==> config.mk <==
export PLATFORM = sky130hd
export DESIGN_NAME = hres_change_seq
export DESIGN_NICKNAME = d
export VERILOG_FILES = /design/src/rtl/hres_seq_pkg.sv /design/src/rtl/hres_porch_table.sv /design/src/rtl/hres_seq_fsm.sv /design/src/rtl/hres_change_seq.sv
export SDC_FILE = /design/constraint.sdc
export NUM_CORES = 1
export LEC_CHECK = 0
export CAP_MARGIN = 20
export CELL_PAD_IN_SITES_DETAIL_PLACEMENT = 0
export CELL_PAD_IN_SITES_GLOBAL_PLACEMENT = 1
export CORE_MARGIN = 2
export CORE_UTILIZATION = 38
export DETAILED_ROUTE_END_ITERATION = 6
export PLACE_DENSITY = 0.77
export SLEW_MARGIN = 30
export SYNTH_ARGS = -nofsm -noshare
export SYNTH_HDL_FRONTEND = slang
export SYNTH_SLANG_ARGS = --single-unit
==> constraint.sdc <==
create_clock -name clk -period 2.71 [get_ports clk]
set_input_delay 0.542 -clock clk [delete_from_list [all_inputs] [get_ports clk]]
set_output_delay 0.542 -clock clk [all_outputs]
set_load 0.05 [all_outputs]
==> src/rtl/hres_seq_pkg.sv <==
package hres_seq_pkg;
    typedef enum logic [2:0] {
        ST_IDLE,
        ST_WAIT,
        ST_PULSE1,
        ST_GAP,
        ST_PULSE2
    } seq_state_t;
endpackage

==> src/rtl/hres_porch_table.sv <==
module hres_porch_table #(
    parameter int HRES_W  = 16,
    parameter int PORCH_W = 12,
    parameter int NUM_ENT = 4,
    parameter int IDX_W   = 2
) (
    input  logic               clk,
    input  logic               rst_n,
    input  logic               we,
    input  logic [IDX_W-1:0]   widx,
    input  logic [HRES_W-1:0]  w_hres,
    input  logic [PORCH_W-1:0] w_hfp,
    input  logic [PORCH_W-1:0] w_hbp,
    input  logic [HRES_W-1:0]  key,
    output logic               hit,
    output logic [PORCH_W-1:0] hfp,
    output logic [PORCH_W-1:0] hbp
);
    logic [NUM_ENT-1:0] ent_v;
    logic [NUM_ENT-1:0] match;
    logic [HRES_W-1:0]  ent_hres [NUM_ENT];
    logic [PORCH_W-1:0] ent_hfp  [NUM_ENT];
    logic [PORCH_W-1:0] ent_hbp  [NUM_ENT];

    for (genvar g = 0; g < NUM_ENT; g++) begin : g_ent
        logic               v_q;
        logic [HRES_W-1:0]  h_q;
        logic [PORCH_W-1:0] f_q;
        logic [PORCH_W-1:0] b_q;

        always_ff @(posedge clk or negedge rst_n) begin
            if (!rst_n) begin
                v_q <= 1'b0;
                h_q <= '0;
                f_q <= '0;
                b_q <= '0;
            end else if (we && (widx == IDX_W'(g))) begin
                v_q <= 1'b1;
                h_q <= w_hres;
                f_q <= w_hfp;
                b_q <= w_hbp;
            end
        end

        assign ent_v[g]    = v_q;
        assign ent_hres[g] = h_q;
        assign ent_hfp[g]  = f_q;
        assign ent_hbp[g]  = b_q;
        assign match[g]    = v_q && (h_q == key);
    end

    // Lowest index wins when several entries carry the same width.
    always_comb begin
        hit = |match;
        hfp = '0;
        hbp = '0;
        for (int i = NUM_ENT - 1; i >= 0; i--) begin
            if (match[i]) begin
                hfp = ent_hfp[i];
                hbp = ent_hbp[i];
            end
        end
    end
endmodule

==> src/rtl/hres_seq_fsm.sv <==
module hres_seq_fsm
    import hres_seq_pkg::*;
#(
    parameter int PULSE_CYC = 3,
    parameter int GAP_CYC   = 4
) (
    input  logic       clk,
    input  logic       rst_n,
    input  logic       start,
    input  logic       again,
    input  logic       blank,
    output seq_state_t state,
    output logic       upd_now
);
    localparam int LEN_MAX = (PULSE_CYC > GAP_CYC) ? PULSE_CYC : GAP_CYC;
    localparam int CNT_W   = $clog2(LEN_MAX + 1);

    seq_state_t       nxt;
    logic [CNT_W-1:0] cnt;
    logic             last_p;
    logic             last_g;

    assign last_p  = (cnt == CNT_W'(PULSE_CYC - 1));
    assign last_g  = (cnt == CNT_W'(GAP_CYC - 1));
    assign upd_now = (state == ST_PULSE1) && last_p;

    always_comb begin
        nxt = state;
        unique case (state)
            ST_IDLE:   if (start)  nxt = ST_WAIT;
            ST_WAIT:   if (blank)  nxt = ST_PULSE1;
            ST_PULSE1: if (last_p) nxt = ST_GAP;
            ST_GAP:    if (last_g) nxt = ST_PULSE2;
            ST_PULSE2: if (last_p) nxt = again ? ST_WAIT : ST_IDLE;
            default:   nxt = ST_IDLE;
        endcase
    end

    always_ff @(posedge clk or negedge rst_n) begin
        if (!rst_n) begin
            state <= ST_IDLE;
            cnt   <= '0;
        end else begin
            state <= nxt;
            if (nxt != state) cnt <= '0;
            else              cnt <= cnt + 1'b1;
        end
    end
endmodule

==> src/rtl/hres_change_seq.sv <==
module hres_change_seq
    import hres_seq_pkg::*;
#(
    parameter int HRES_W    = 16,
    parameter int PORCH_W   = 12,
    parameter int NUM_ENT   = 4,
    parameter int PULSE_CYC = 3,
    parameter int GAP_CYC   = 4,
    parameter int DEF_HRES  = 640,
    parameter int DEF_HFP   = 30,
    parameter int DEF_HBP   = 70,
    localparam int IDX_W    = (NUM_ENT > 1) ? $clog2(NUM_ENT) : 1
) (
    input  logic               clk,
    input  logic               rst_n,
    input  logic               chg_req,
    input  logic [HRES_W-1:0]  chg_hres,
    input  logic               vsync_in,
    input  logic               hsync_in,
    input  logic               tbl_we,
    input  logic [IDX_W-1:0]   tbl_idx,
    input  logic [HRES_W-1:0]  tbl_hres,
    input  logic [PORCH_W-1:0] tbl_hfp,
    input  logic [PORCH_W-1:0] tbl_hbp,
    output logic [HRES_W-1:0]  hres_out,
    output logic [PORCH_W-1:0] hfp_out,
    output logic [PORCH_W-1:0] hbp_out,
    output logic               vsync_out,
    output logic               hsync_out,
    output logic               ctrl_rst_n,
    output logic               busy
);
    seq_state_t         state;
    logic               upd_now;
    logic [HRES_W-1:0]  pend_hres;
    logic               pend_v;
    logic               lut_hit;
    logic [PORCH_W-1:0] lut_hfp;
    logic [PORCH_W-1:0] lut_hbp;
    logic               vs_pass;

    hres_seq_fsm #(
        .PULSE_CYC (PULSE_CYC),
        .GAP_CYC   (GAP_CYC)
    ) u_fsm (
        .clk     (clk),
        .rst_n   (rst_n),
        .start   (chg_req),
        .again   (pend_v | chg_req),
        .blank   (!vsync_in),
        .state   (state),
        .upd_now (upd_now)
    );

    hres_porch_table #(
        .HRES_W  (HRES_W),
        .PORCH_W (PORCH_W),
        .NUM_ENT (NUM_ENT),
        .IDX_W   (IDX_W)
    ) u_tbl (
        .clk    (clk),
        .rst_n  (rst_n),
        .we     (tbl_we),
        .widx   (tbl_idx),
        .w_hres (tbl_hres),
        .w_hfp  (tbl_hfp),
        .w_hbp  (tbl_hbp),
        .key    (pend_hres),
        .hit    (lut_hit),
        .hfp    (lut_hfp),
        .hbp    (lut_hbp)
    );

    // Held request: the latest width wins; the valid flag is consumed at the update.
    always_ff @(posedge clk or negedge rst_n) begin
        if (!rst_n) begin
            pend_hres <= HRES_W'(DEF_HRES);
            pend_v    <= 1'b0;
        end else begin
            if (chg_req) pend_hres <= chg_hres;
            if (chg_req)      pend_v <= 1'b1;
            else if (upd_now) pend_v <= 1'b0;
        end
    end

    // Width and porches move together at the end of the first dummy pulse.
    always_ff @(posedge clk or negedge rst_n) begin
        if (!rst_n) begin
            hres_out <= HRES_W'(DEF_HRES);
            hfp_out  <= PORCH_W'(DEF_HFP);
            hbp_out  <= PORCH_W'(DEF_HBP);
        end else if (upd_now) begin
            hres_out <= pend_hres;
            hfp_out  <= lut_hit ? lut_hfp : PORCH_W'(DEF_HFP);
            hbp_out  <= lut_hit ? lut_hbp : PORCH_W'(DEF_HBP);
        end
    end

    always_comb begin
        hsync_out  = hsync_in;
        ctrl_rst_n = 1'b1;
        busy       = 1'b1;
        vs_pass    = 1'b0;
        unique case (state)
            ST_IDLE: begin
                busy    = 1'b0;
                vs_pass = 1'b1;
            end
            ST_WAIT:   vs_pass = 1'b1;
            ST_PULSE1: begin
                hsync_out  = 1'b1;
                ctrl_rst_n = 1'b0;
            end
            ST_GAP:    hsync_out = 1'b0;
            ST_PULSE2: hsync_out = 1'b1;
            default:   ;
        endcase
    end

    assign vsync_out = vsync_in & vs_pass;
endmodule

# Yosys cells after proc, flatten, opt, wreduce, memory -nomap -nowiden
# Cells that the tools add are included.
[totals]
register_bits = 227
in_bits = 64
out_inout_bits = 44
word_cells = 79
[op_classes]
add_sub_neg = 1
n_eq_ne = 14
n_mux = 24
n_bitwise = 2
reduce_logical = 15
[ops]
columns = ["cell", "n"]
rows = [
  ["$mux W12", 10],
  ["$eq A16 B16 Y1", 4],
  ["$mux W3", 6],
  ["$pmux W3 S5", 1],
  ["$eq A3 B2 Y1 const B", 4],
  ["$logic_and A1 B1 Y1", 9],
  ["$mux W1", 6],
  ["$eq A2 B2 Y1 const B", 2],
  ["$reduce_or A2 Y1", 2],
  ["$reduce_or A4 Y1", 1],
  ["$add A3 B1 Y3 const B", 1],
  ["$eq A3 B1 Y1 const B", 1],
  ["$eq A3 B3 Y1 const B", 1],
  ["$logic_not A3 Y1", 1],
  ["$ne A3 B3 Y1", 1],
  ["$eq A2 B1 Y1 const B", 1],
  ["$logic_not A2 Y1", 1],
  ["$pmux W1 S2", 1],
  ["$reduce_bool A2 Y1", 1],
  ["$and A1 B1 Y1", 1],
  ["$or A1 B1 Y1", 1],
]

# Longest topological paths before layout
[logic_depth]
depth_word = 7
ltp_mapped = 10
depth_no_buf = 7

# By module
# From an unflattened synthesis, not the netlist that was laid out.
[unflattened]
hier_cells = 803
hier_area_um2 = 10263.6
[by_module_without_submodules]
columns = ["module", "n_inst", "cells_each", "area_per_inst_um2", "seq_area_each_um2"]
rows = [
  ["hres_porch_table", 1, 585, 7602.3, 4103.9],
  ["hres_change_seq", 1, 183, 2311.0, 1440.1],
  ["hres_seq_fsm", 1, 35, 350.3, 150.1],
]

# Worst setup path after synthesis
# No wires, ideal clock.
[synth_timing]
path_kind = "register to output"
startpoint = "register u_fsm.state[0]"
endpoint = "output hsync_out"
t_arrival_ns = 1.761
t_required_ns = 2.168
setup_slack_ns = 0.407
path_stages_with_launch = 5
n_path_buf = 1
cell_sequence = "dfrtp_1 > clkbuf_1 > inv_1 > a21oi_1 > o21ai_0"
[synth_via]
elab_chain_len = 3
elab_cells_between_ends = 5
classes_between = "3 x eq/ne; 1 x mux; 1 x reduce/logical"
[synth_lines]
columns = ["element", "line_no", "rtl"]
rows = [
  ["start, declared", "hres_seq_fsm.sv:12", "output seq_state_t state,"],
  ["start signal, assigned", "hres_seq_fsm.sv:44", "state <= nxt;"],
  ["$eq A3 B3 Y1 or $eq A3 B2 Y1 (tied branches)", "hres_change_seq.sv:104", "unique case (state)"],
  ["$reduce_or A2 Y1 (no source line)", "n/a", ""],
  ["$pmux W1 S2 (*)", "hres_change_seq.sv:104", ""],
  ["end, declared", "hres_change_seq.sv:29", "output logic hsync_out,"],
]
# Every way passes the cells marked *; elsewhere a longest branch is shown, timed or not.

# Final worst setup path
[layout_timing]
startpoint = "register pend_hres[9]"
endpoint = "register hfp_out[1]"
[layout_via]
elab_chain_len = 7
elab_cells_between_ends = 14
classes_between = "4 x eq/ne; 5 x mux; 5 x reduce/logical"
[layout_lines]
columns = ["element", "line_no", "rtl"]
rows = [
  ["start, declared", "hres_change_seq.sv:35", "logic [HRES_W-1:0] pend_hres;"],
  ["start signal, assigned", "hres_change_seq.sv:77", "pend_hres <= HRES_W'(DEF_HRES);"],
  ["start signal, assigned", "hres_change_seq.sv:80", "if (chg_req) pend_hres <= chg_hres;"],
  ["$eq A16 B16 Y1", "hres_porch_table.sv:49", "assign match[g] = v_q && (h_q == key);"],
  ["$logic_and A1 B1 Y1", "hres_porch_table.sv:49", ""],
  ["$mux W12 (4 in a row)", "hres_porch_table.sv:58", "if (match[i]) begin"],
  ["$mux W12 (*)", "hres_change_seq.sv:94", "hfp_out <= lut_hit ? lut_hfp : PORCH_W'(DEF_HFP);"],
  ["end signal, assigned", "hres_change_seq.sv:90", "hfp_out <= PORCH_W'(DEF_HFP);"],
  ["end signal, assigned", "hres_change_seq.sv:94", ""],
  ["end, declared", "hres_change_seq.sv:26", "output logic [PORCH_W-1:0] hfp_out,"],
]
# Marked as above.
# A chain may end at the register's enable or synchronous reset.

==> impl_metrics.env <==
export IMPL_ioPinCount=108
export IMPL_final_common_cell="dfrtp_1"
export IMPL_die_h_um=174
export IMPL_vias=7638
export IMPL_h_tree_depth=1
export IMPL_synth_seq_cells=227
export IMPL_power_w=0.0111
export IMPL_slowest_stage="dfstp_2"
export IMPL_arrival_ns=2.86
export IMPL_gp_congestion=0.817
export IMPL_path_cells="xor2_1 -> nor4_1 -> nand4b_1 -> or4_4 -> a41oi_4 -> a31oi_1"
export IMPL_holdPathStages=2
export IMPL_cts_buffers=24
export IMPL_fin_nets=1067
export IMPL_post_cts_setup_buffers=0
export IMPL_hold_class="reg2reg"
export IMPL_synth_main_ff_cell="dfrtp_1"
export IMPL_worstReg2RegStart="pend_hres[9]"
export IMPL_endpoint_kind="register"
export IMPL_start_util=0.385
export IMPL_grt_pass1_wl_mm=46.2
export IMPL_power_leakage_nw=5.34
export IMPL_vias_per_cell=5.44
export IMPL_gr_total_overflow=0
export IMPL_nFillCells=2623
export IMPL_ys_warn_count=0
export IMPL_dr_first_iter_drc_count=522
export IMPL_dp_hpwl_mm=19.3
export IMPL_power_density_nw_per_um2=825
export IMPL_die_x_um=174
export IMPL_fin_setup_tns_ns=0
export IMPL_drive_gt1_frac=0.294
export IMPL_syn_avg_cell_area_sq_um=12.3
export IMPL_period_minus_slack_ns=2.44
export IMPL_critical_path_class="reg2reg"
export IMPL_cp_slowest_stage_delay_ns=0.63
export IMPL_final_hold_violation_count=0
export IMPL_drt_total_wl_mm=29.3
export IMPL_slew_viol_final=0
export IMPL_r2r_cells=6
export IMPL_yosysUniqueCellTypes=62
export IMPL_crit_path_max_fanout=8
export IMPL_grt_usage=0.193
export IMPL_slew_headroom=0.528
export IMPL_worstSetupStartpointType="register"
export IMPL_maxCapViolCount=0
export IMPL_rrSetupSlack_ns=0.27
export IMPL_port_buffers=107
export IMPL_synth_edf_count=0
export IMPL_synth_area_sq_um=11000
export IMPL_finalClockSkew_ns=0.0223
export IMPL_clkTransAtPathRegs_ns=0.06
export IMPL_holdPathEnd="hres_out[7]"
export IMPL_grt_pass1_vias=7915
export IMPL_final_cell_mix="dfrtp_1, mux2_2, clkdlybuf4s50_1"
export IMPL_cts_tree="yes"
export IMPL_async_reset_ff_frac=1.00
export IMPL_grt_max_degree=63
export IMPL_grt_setup_unrepaired="no"
export IMPL_synth_cells=899
export IMPL_core_sq_um=28600
export IMPL_dr_pass1_iters=5
export IMPL_cts_sinks=227
export IMPL_finalCritPeriodShare=0.899
export IMPL_dieArea_sq_um=30400
export IMPL_synth_seq_area_share=0.517
export IMPL_clock_path_buffers=3
export IMPL_critPathRequiredTime_ns=3.13
export IMPL_synth_top_area_cell="dfrtp_1"
export IMPL_synthToLayoutAreaGrowth_pct=21.7
export IMPL_detail_route_wl_per_cell_um=20.9
export IMPL_r2r_end="hfp_out[1]"
export IMPL_drc=0
export IMPL_min_from="hres_out[7]"
export IMPL_cp_num_buf_inv=0
export IMPL_fmax_mhz=411
export IMPL_ant_nets=0
export IMPL_synth_top_area_frac=0.490
export IMPL_max_vdd_ir_drop_mv=0.386
export IMPL_syn_nets=966
export IMPL_whs_ns=0.468
export IMPL_clk_latency_ns=0.53
export IMPL_rows=62
export IMPL_cpLargestDelayFamily="simple AND/OR/NAND/NOR gates"
export IMPL_status="finished clean"
export IMPL_setup_violations_final=0
export IMPL_cts_root_buf="clkbuf_16"
export IMPL_yosys_top_cells_area="dfrtp_1, mux2_2, nand2_1, xnor2_1, dfstp_2"
export IMPL_antenna_found_initial=1
export IMPL_worstMarginPinSlew_ns=0.707
## registers in the layout, summed over array words and instances (netlist names)
register         count
u_fsm.cnt            3
u_fsm.state          3
u_tbl.g_ent.h_q     64
pend_hres           16
u_tbl.g_ent.f_q     48
u_tbl.g_ent.v_q      4
hbp_out             12
u_tbl.g_ent.b_q     48
pend_v               1
hres_out            16
hfp_out             12
## how the worst max path moves through the flow
stage                   start  cells after the start    endpoint
3_3_place_gp   u_fsm.state[2]                      4  ctrl_rst_n
5_1_grt          pend_hres[9]                      6  hfp_out[1]
4_1_cts        u_fsm.state[1]                      2        busy
2_1_floorplan  u_fsm.state[0]                      4   hsync_out
6_report         pend_hres[9]                      6  hfp_out[1]
3_5_place_dp     pend_hres[9]                      6  hfp_out[1]
## synth_stat cells, types with 8 or more instances
cell      instances
nand3b_1         10
clkbuf_1         24
xnor2_1          34
nand4_1          26
buf_6            15
nand3_1          12
a22oi_2          10
nor2_1           16
xor2_1           28
a21boi_0         16
buf_2            12
dfstp_2          11
a311oi_1         17
nand2_1          98
mux2_2          175
nor3_1            8
o32ai_1          18
buf_1            14
o221ai_1         17
inv_1            12
dfrtp_1         216
nand2b_1         10
## per-stage QoR
stage	area (sq um)	worst slack (ns)	std cells	utilization
after floorplan	11000	0.407	899	-
after global placement	12500	0.335	1357	0.438
after detailed placement	12500	0.285	1357	0.438
after CTS	13400	0.0411	1402	0.469
after global routing	13400	0.122	1403	0.469
final	13400	0.274	1403	0.469
## cells by family (layout without fill, tap and decap cells)
kind of cell / count (synthesis) / in the layout / synth area share
adders and majority gates: 3 / 3 / 0.00341
and+or+nand+nor: 228 / 228 / 0.113
DFF: 227 / 227 / 0.517
other: 0 / 1 / 0
AOI/OAI and AO/OA: 121 / 121 / 0.0951
muxes: 175 / 175 / 0.179
buffers and inverters: 81 / 200 / 0.0405
xor gates and xnor gates: 64 / 64 / 0.0522
## worst min-delay path, delay by kind of cell, from the launching register on
| kind | cells | cell delay [ns] |
|---|---|---|
| AND/OR/NAND/NOR | 2 | 0.10 |
| flip-flops | 1 | 0.37 |
## metal layers
| layer | up-vias | routed length (um) | GRT usage |
|---|---|---|---|
| met2 | 200 | 14200 | 0.318 |
| met1 | 3914 | 13300 | 0.268 |
| li1 | 3497 | - | - |
| met3 | 27 | 1410 | 0.0293 |
| met4 | 0 | 364 | 0.0445 |
| met5 | - | 0 | 0 |
## cell type report
class | count | area [sq um] | share of cell area
multi-input cells | 591 | 4900 | 0.365
well taps | 384 | 480 | 0.0358
inverters | 12 | 45.0 | 0.00336
repair buffers | 144 | 1440 | 0.107
diodes | 1 | 2.50 | 0.000187
flip-flops and latches | 227 | 5690 | 0.425
clock inverters | 9 | 120 | 0.00896
clock buffers | 35 | 733 | 0.0547
## power by group
group / total [W] / switching (W) / internal [W]
combinational: 0.00297 / 0.00177 / 0.00120
sequential: 0.00458 / 0.000485 / 0.00410
clock: 0.00351 / 0.00136 / 0.00216
total: 0.0111 / 0.00361 / 0.00745
## what timing repair did
item,CTS,global route
hold buffers,1,0
gates resized for setup,1,3
setup endpoints to repair,1,2
endpoints found under the hold margin,50,0
No activity file was read; power rests on OpenSTA's default activity.
